==> src/rtl/dbl2fix_stream.sv <==
module dbl2fix_stream #(
  parameter int CHUNK_W = 32,
  parameter int FIX_W   = 2101
) (
  input  logic               clk,
  input  logic               rst_n,
  input  logic               in_valid,
  output logic               in_ready,
  input  logic [63:0]        in_bits,
  output logic               out_valid,
  input  logic               out_ready,
  output logic [CHUNK_W-1:0] out_chunk,
  output logic               out_last,
  output logic               out_err
);
  localparam int FRAC_W  = 52;
  localparam int EXP_W   = 11;
  localparam int SIG_W   = FRAC_W + 1;
  localparam int N_CHUNK = (FIX_W + CHUNK_W - 1) / CHUNK_W;
  localparam int IDX_W   = $clog2(N_CHUNK);
  localparam int D_W     = 16;
  localparam int WIN_W   = 2 * SIG_W + CHUNK_W;
  localparam int AMT_W   = $clog2(WIN_W);
  localparam logic signed [D_W-1:0] CW_S   = D_W'(CHUNK_W);
  localparam logic signed [D_W-1:0] NSIG_S = -D_W'(SIG_W);
  localparam logic signed [D_W-1:0] SIG_S  = D_W'(SIG_W);

  logic             busy;
  logic [IDX_W-1:0] idx;
  logic [SIG_W-1:0] sig_q;
  logic [EXP_W-1:0] sh_q;
  logic             neg_q, err_q, carry_q;

  logic [EXP_W-1:0]  exp_f;
  logic              special;
  logic              at_last, in_fire, out_fire;
  logic signed [D_W-1:0] base, d;
  logic              in_win;
  logic [AMT_W-1:0]  amt;
  logic [WIN_W-1:0]  win;
  logic [CHUNK_W-1:0] mag, neg_chunk;

  assign exp_f    = in_bits[62:52];
  assign special  = &exp_f;
  assign at_last  = idx == IDX_W'(N_CHUNK - 1);
  assign in_ready = !busy || (out_ready && at_last);
  assign in_fire  = in_valid && in_ready;
  assign out_fire = busy && out_ready;

  always_comb begin
    base   = D_W'(idx) * CW_S;
    d      = D_W'(sh_q) - base;
    in_win = (d < CW_S) && (d > NSIG_S);
    amt    = AMT_W'(d + SIG_S);
    win    = WIN_W'(sig_q) << amt;
    mag    = in_win ? win[SIG_W +: CHUNK_W] : '0;
  end

  assign neg_chunk = ~mag + CHUNK_W'(carry_q);

  assign out_valid = busy;
  assign out_last  = busy && at_last;
  assign out_err   = busy && err_q;
  assign out_chunk = (!busy || err_q) ? '0 : (neg_q ? neg_chunk : mag);

  always_ff @(posedge clk) begin
    if (!rst_n) begin
      busy    <= 1'b0;
      idx     <= '0;
      sig_q   <= '0;
      sh_q    <= '0;
      neg_q   <= 1'b0;
      err_q   <= 1'b0;
      carry_q <= 1'b0;
    end else if (in_fire) begin
      busy    <= 1'b1;
      idx     <= '0;
      sig_q   <= {|exp_f, in_bits[FRAC_W-1:0]};
      sh_q    <= (exp_f == '0) ? '0 : exp_f - 1'b1;
      neg_q   <= in_bits[63];
      err_q   <= special;
      carry_q <= 1'b1;
    end else if (out_fire) begin
      if (at_last) begin
        busy <= 1'b0;
      end else begin
        idx     <= idx + 1'b1;
        carry_q <= carry_q && (mag == '0);
      end
    end
  end
endmodule

==> config.mk <==
export PLATFORM = sky130hd
export DESIGN_NAME = dbl2fix_stream
export DESIGN_NICKNAME = d
export VERILOG_FILES = /design/src/rtl/dbl2fix_stream.sv
export SDC_FILE = /design/constraint.sdc
export NUM_CORES = 1
export LEC_CHECK = 0
export ABC_CLOCK_PERIOD_IN_PS = 5400
export BUFFER_PORTS_ARGS = -buffer_cell sky130_fd_sc_hd__buf_2
export CAP_MARGIN = 20
export CORE_MARGIN = 2
export CORE_UTILIZATION = 55
export DETAILED_ROUTE_END_ITERATION = 7
export HOLD_SLACK_MARGIN = 0.02
export PLACE_DENSITY = 0.84
export SKIP_CTS_REPAIR_TIMING = 1
export SLEW_MARGIN = 5
export SYNTH_ARGS = -nofsm -noshare
export SYNTH_HDL_FRONTEND = slang
export SYNTH_SLANG_ARGS = --single-unit
==> constraint.sdc <==
create_clock -name clk -period 5.4 [get_ports clk]
set_clock_uncertainty 0.05 [all_clocks]
set_input_delay 0.27 -clock clk [delete_from_list [all_inputs] [get_ports clk]]
set_output_delay 0.27 -clock clk [all_outputs]
set_load 0.05 [all_outputs]
# Word-level counts from Yosys, hierarchy flattened
# Index checks and enable logic that the tools add are counted.
# op_classes
bitwise	3
n_lt_le_gt_ge	2
n_shift	1
n_eq_ne	2
n_reduce_logical	20
add_sub_neg	5
n_mux	10
# op_table
operator	count
$mux 32	3
$shl 53x8->85	1
$add 32x1->32	1
$logic_not 32->1	1
$not 32->32	1
$gt 13x7->1 const B	1
$lt 13x7->1 const B	1
$sub 11x12->13	1
$logic_not 11->1	1
$mux 11	1
$reduce_and 11->1	1
$reduce_or 11->1	1
$sub 11x1->11 const B	1
$add 8x7->8 const B	1
$add 7x1->7 const B	1
$eq 7x7->1 const B	1
$logic_and 1x1->1	7
$mux 1	6
$reduce_and 2->1	3
$reduce_bool 2->1	2
$logic_or 1x1->1	2
$ne 2x1->1 const B	1
$not 1->1	2
$reduce_or 2->1	1
$logic_not 1->1	1
# totals
register_bits	75

# Depth between registers and ports, before layout
# logic_depth
word_depth	9
depth_mapped	20

# Worst setup path after synthesis
# Ideal clock, no wire load.
# synth_path
path_kind	register to output
from	reg idx[0]
to	out out_chunk[15]
path_stages_with_launch	18
setup_slack_ns	0.162
path_buffers	5
arrival_time_ns	4.918
required_ns	5.080
path_cell_list	dfxtp_1 > ha_1 > fa_1 > or3_1 > clkbuf_1 > nand2_1 > clkbuf_1 > buf_1 > nor2_1 > buf_1 > nand2_1 > ha_1 > inv_1 > nor3_1 > a41oi_1 > buf_2 > o21a_1 > a211oi_1
# synth_via
elab_chain_len	8
word_cells_on_any_way	11
classes_between	3 x add/sub; 2 x order compare; 1 x shift; 3 x mux; 1 x bitwise; 1 x reduce/logical
# synth_lines
item	line_no	rtl
start, declared	29	logic [IDX_W-1:0] idx;
start signal, assigned	87	idx <= idx + 1'b1;
$sub 11x12->13 *	52	d = D_W'(sh_q) - base;
$add 8x7->8, or another cell as far along	54	amt = AMT_W'(d + SIG_S);
$shl 53x8->85 or $logic_and 1x1->1 (tied branches)	55, 53	
$mux 32 *	56	mag = in_win ? win[SIG_W +: CHUNK_W] : '0;
$not 32->32	59	assign neg_chunk = ~mag + CHUNK_W'(carry_q);
$add 32x1->32	59	
$mux 32 * (2 in a row)	64	assign out_chunk = (!busy || err_q) ? '0 : (neg_q ? neg_chunk : mag);
end, declared	12	output logic [CHUNK_W-1:0] out_chunk,
# Every way passes the cells marked *; elsewhere a longest branch is shown, timed or not.

# Final worst setup path
# layout_path
from	reg sh_q[1]
to	out out_chunk[12]
# layout_via
elab_chain_len	8
word_cells_on_any_way	11
classes_between	3 x add/sub; 2 x order compare; 1 x shift; 3 x mux; 1 x bitwise; 1 x reduce/logical
# layout_lines
item	line_no	rtl
start, declared	31	logic [EXP_W-1:0] sh_q;
start signal, assigned	79	sh_q <= (exp_f == '0) ? '0 : exp_f - 1'b1;
$sub 11x12->13 *	52	
$add 8x7->8, or another cell as far along	54	
$shl 53x8->85 or $logic_and 1x1->1 (tied branches)	55, 53	
$mux 32 *	56	
$not 32->32	59	
$add 32x1->32	59	
$mux 32 * (2 in a row)	64	
# Marks and branches as above.

==> flow_summary.yaml <==
worst_hold_path:
  hold_end: "sig_q[29]$_SDFFE_PN0P_"
  hold_path_depth: 2
  hp-start: "in_bits[29]"
  hold_path.class: "input port to flip-flop"
synth:
  muxShareOfSynthArea_pct: 25.6
  synth_top_family_by_area: "compound AO/OA/AOI/OAI gates"
  ys_async_sr_fraction_pct: 0
  synth_compound_area_share_pct: 27.2
  netlist-cell-type-count: 89
  synthFlopType: "dfxtp_1"
  syn_nets: 1267
  avgSynthCellArea_um2: 8.09
  yosys_warnings: 0
  yosys.area_share.simple_pct: 20.5
  syn_area_um2: 9580
  yosys.area_share.adder_pct: 2.04
  synth_edf_count: 0
  yosysSeqAreaShare_pct: 15.7
  ys_seq_elements: 75
  synth_xor_area_share_pct: 2.63
  synthCells: 1184
clock_tree:
  path_clk_slew_ns: 0.07
  clock_path_buffers: 2
  cts_buffers: 9
  cts_root_buf: "clkbuf_16"
  clock_sinks: 75
  ctsHtreeMaxLevel: 3
  clk_latency_ns: 0.35
  cts_tree: "done"
setup_path:
  crit_start: "sh_q[1]$_SDFFE_PN0P_"
  startpoint_type: "flip-flop"
  cpMostUsedCell: "mux2i_1"
  path_max_fanout: 31
  critPathSlowestCell: "a211oi_1"
  worst-path-buf-inv: 2
  r2r-start: "sh_q[0]$_SDFFE_PN0P_"
  endpoint_kind: "output pin"
  worstPathRequired_ns: 5.08
  reg2reg_depth: 12
  slowest_delay_ns: 0.54
  crit_chain: "ha_4 > buf_12 > mux2_2 > mux2i_1 > mux2i_1 > a211oi_1 > o211a_1 > o211ai_1 > or4_4 > a21o_1 > or3_1 > a31oi_1 > buf_2"
  worstReg2RegEnd: "carry_q$_SDFFE_PN0P_"
  worst-setup-path-type: "flip-flop to output pin"
  r2r_slack_ns: 1.23
  critPathArrivalTime_ns: 4.89
  crit_family: "compound AO/OA/AOI/OAI gates"
floorplan:
  start_util_pct: 55.8
  die_w_um: 136
  rows: 48
  coreArea_um2: 17200
  ios: 104
  die_h_um: 136
  dieArea_um2: 18500
routing:
  ant_nets: 0
  routed_via_density: 7.08
  routed_wl_mm: 36.0
  firstDrtPassIters: 8
  vias: 10641
  drc: 0
  first_iter_violations: 1333
  routedWlPerCell_um: 23.9
layout:
  drive_above_1_share_pct: 25.6
  area_delta_synth_final_pct: 14.7
  n_antenna_cell: 0
  layout.cells.most_common: "buf_2"
  mostFrequentLayoutCells: "buf_2, mux2i_1, nor2_1"
  layout.cells.non_filler: 1502
  finalNetCount: 1355
  n_fill_cell: 1508
  final_cell_area_um2: 11000
global_routing:
  grt.total_usage_pct: 38.7
  grt_pass1_vias: 9657
  grt_pass1_wl_mm: 55.6
  antenna_found_initial: 0
  grt_overflow: 0
  grt_max_degree: 63
timing:
  setup_violations: 0
  fin_crit_ns: 5.21
  rsz0062_at_grt: "no"
  timing.slew.headroom_pct: 40.4
  hold_ws_ns: 0.0729
  hold_viol_final: 0
  slew_viol_final: 0
  fmax_mhz: 192
  fin_crit_sh_pct: 96.5
  tightest_slew_ns: 0.885
  timing.final.ws_setup_ns: 0.191
placed_design:
  hpwl_mm: 27.2
  dp_slack_ns: 0.372
  portBuffers: 103
  gp_congestion: 1.08
  dp.cells: 1474
  dpl_cell_area_um2: 10500
pwr:
  p_per_area_nw_per_um2: 270
  power_leakage_nw: 4.30
  irDropWorstVdd_uv: 300
job:
  max_cap_viol_count: 0
status:
  status: "complete, no violations"
## where the power goes
| part | switching, W | total, W | internal (W) |
|---|---|---|---|
| clock | 0.000264 | 0.000687 | 0.000422 |
| combinational | 0.00103 | 0.00165 | 0.000612 |
| sequential | 0.0000462 | 0.000634 | 0.000588 |
| total | 0.00134 | 0.00297 | 0.00162 |
## layer usage
metal | up-vias | wire (um) | GRT usage (%)
met4 | 0 | 2260 | 20.4
met1 | 4906 | 14200 | 50.8
met2 | 769 | 15600 | 60.0
met3 | 169 | 3870 | 7.72
li1 | 4797 | - | -
met5 | - | 0 | 0
## cell usage after synthesis, types with 9 or more instances
cell	instances	area, um^2
buf_2	22	110
or3_1	18	113
o21a_1	13	97.6
o221ai_1	9	78.8
buf_4	11	82.6
clkbuf_1	53	199
nand4_1	19	119
nand2_1	84	315
o211ai_1	15	113
o22ai_1	17	106
nand2b_1	12	75.1
a31oi_1	15	93.8
mux2i_1	98	981
ha_1	14	175
and2_1	10	62.6
a211oi_1	19	143
inv_1	22	82.6
a22o_1	55	482
mux2_2	66	743
dfxtp_1	75	1500
and3_1	13	81.3
a21oi_1	45	225
nand3_1	58	290
o21ai_0	54	270
mux4_2	30	676
xnor2_1	17	149
nor2_1	92	345
nor3_1	46	230
## sequential cells by signal, indices dropped and copies added, names as in the netlist
| register | cells |
|---|---|
| sig_q | 53 |
| sh_q | 11 |
| idx | 7 |
| carry_q | 1 |
| err_q | 1 |
| neg_q | 1 |
| out_valid | 1 |
## worst register-to-register path, stage by stage, from the launching register on
cell	delay (ns)
dfxtp_2	0.35
buf_4	0.35
a21oi_1	0.22
xnor2_2	0.40
buf_4	0.44
mux2_2	0.44
nor4_1	0.30
or4_1	0.23
o32ai_1	0.14
nand3b_1	0.34
o31ai_4	0.54
nand4_1	0.17
o22ai_1	0.15
## worst max-delay path by stage
stage,end,cells after the start,slack [ns]
after floorplan,out_chunk[15],17,0.16
after global placement,out_chunk[22],18,0.44
after detailed placement,out_chunk[20],13,0.37
after CTS,out_chunk[20],13,-0.04
after global routing,out_chunk[22],18,0.008
final,out_chunk[12],13,0.19
## cell families after synthesis
logic type / Yosys count
multiplexers: 196
flip-flops: 75
AO/OA/AOI/OAI: 351
AND/OR/NAND/NOR: 395
adder cells (fa/ha/maj): 15
buffers and inverters: 125
XOR/XNOR: 27
## layout make-up
type	count	area (um^2)	share of cell area [%]
Tap cell	225	282	2.56
Multi-Input combinational cell	985	7620	69.4
Clock inverter	6	93.8	0.854
Sequential cell	75	1510	13.7
Clock buffer	10	239	2.17
Timing Repair Buffer	178	1160	10.5
Inverter	23	86.3	0.786
## per-stage QoR
step	power (W)	TNS, ns	util, %
3_3_place_gp	0.00217	0	60.9
3_5_place_dp	0.00218	0	60.9
6_report	0.00297	0	64.0
5_1_grt	0.00309	0	64.0
2_1_floorplan	0.00173	0	-
4_1_cts	0.00287	-0.0391	62.8
No activity file was read; power rests on OpenSTA's default activity.
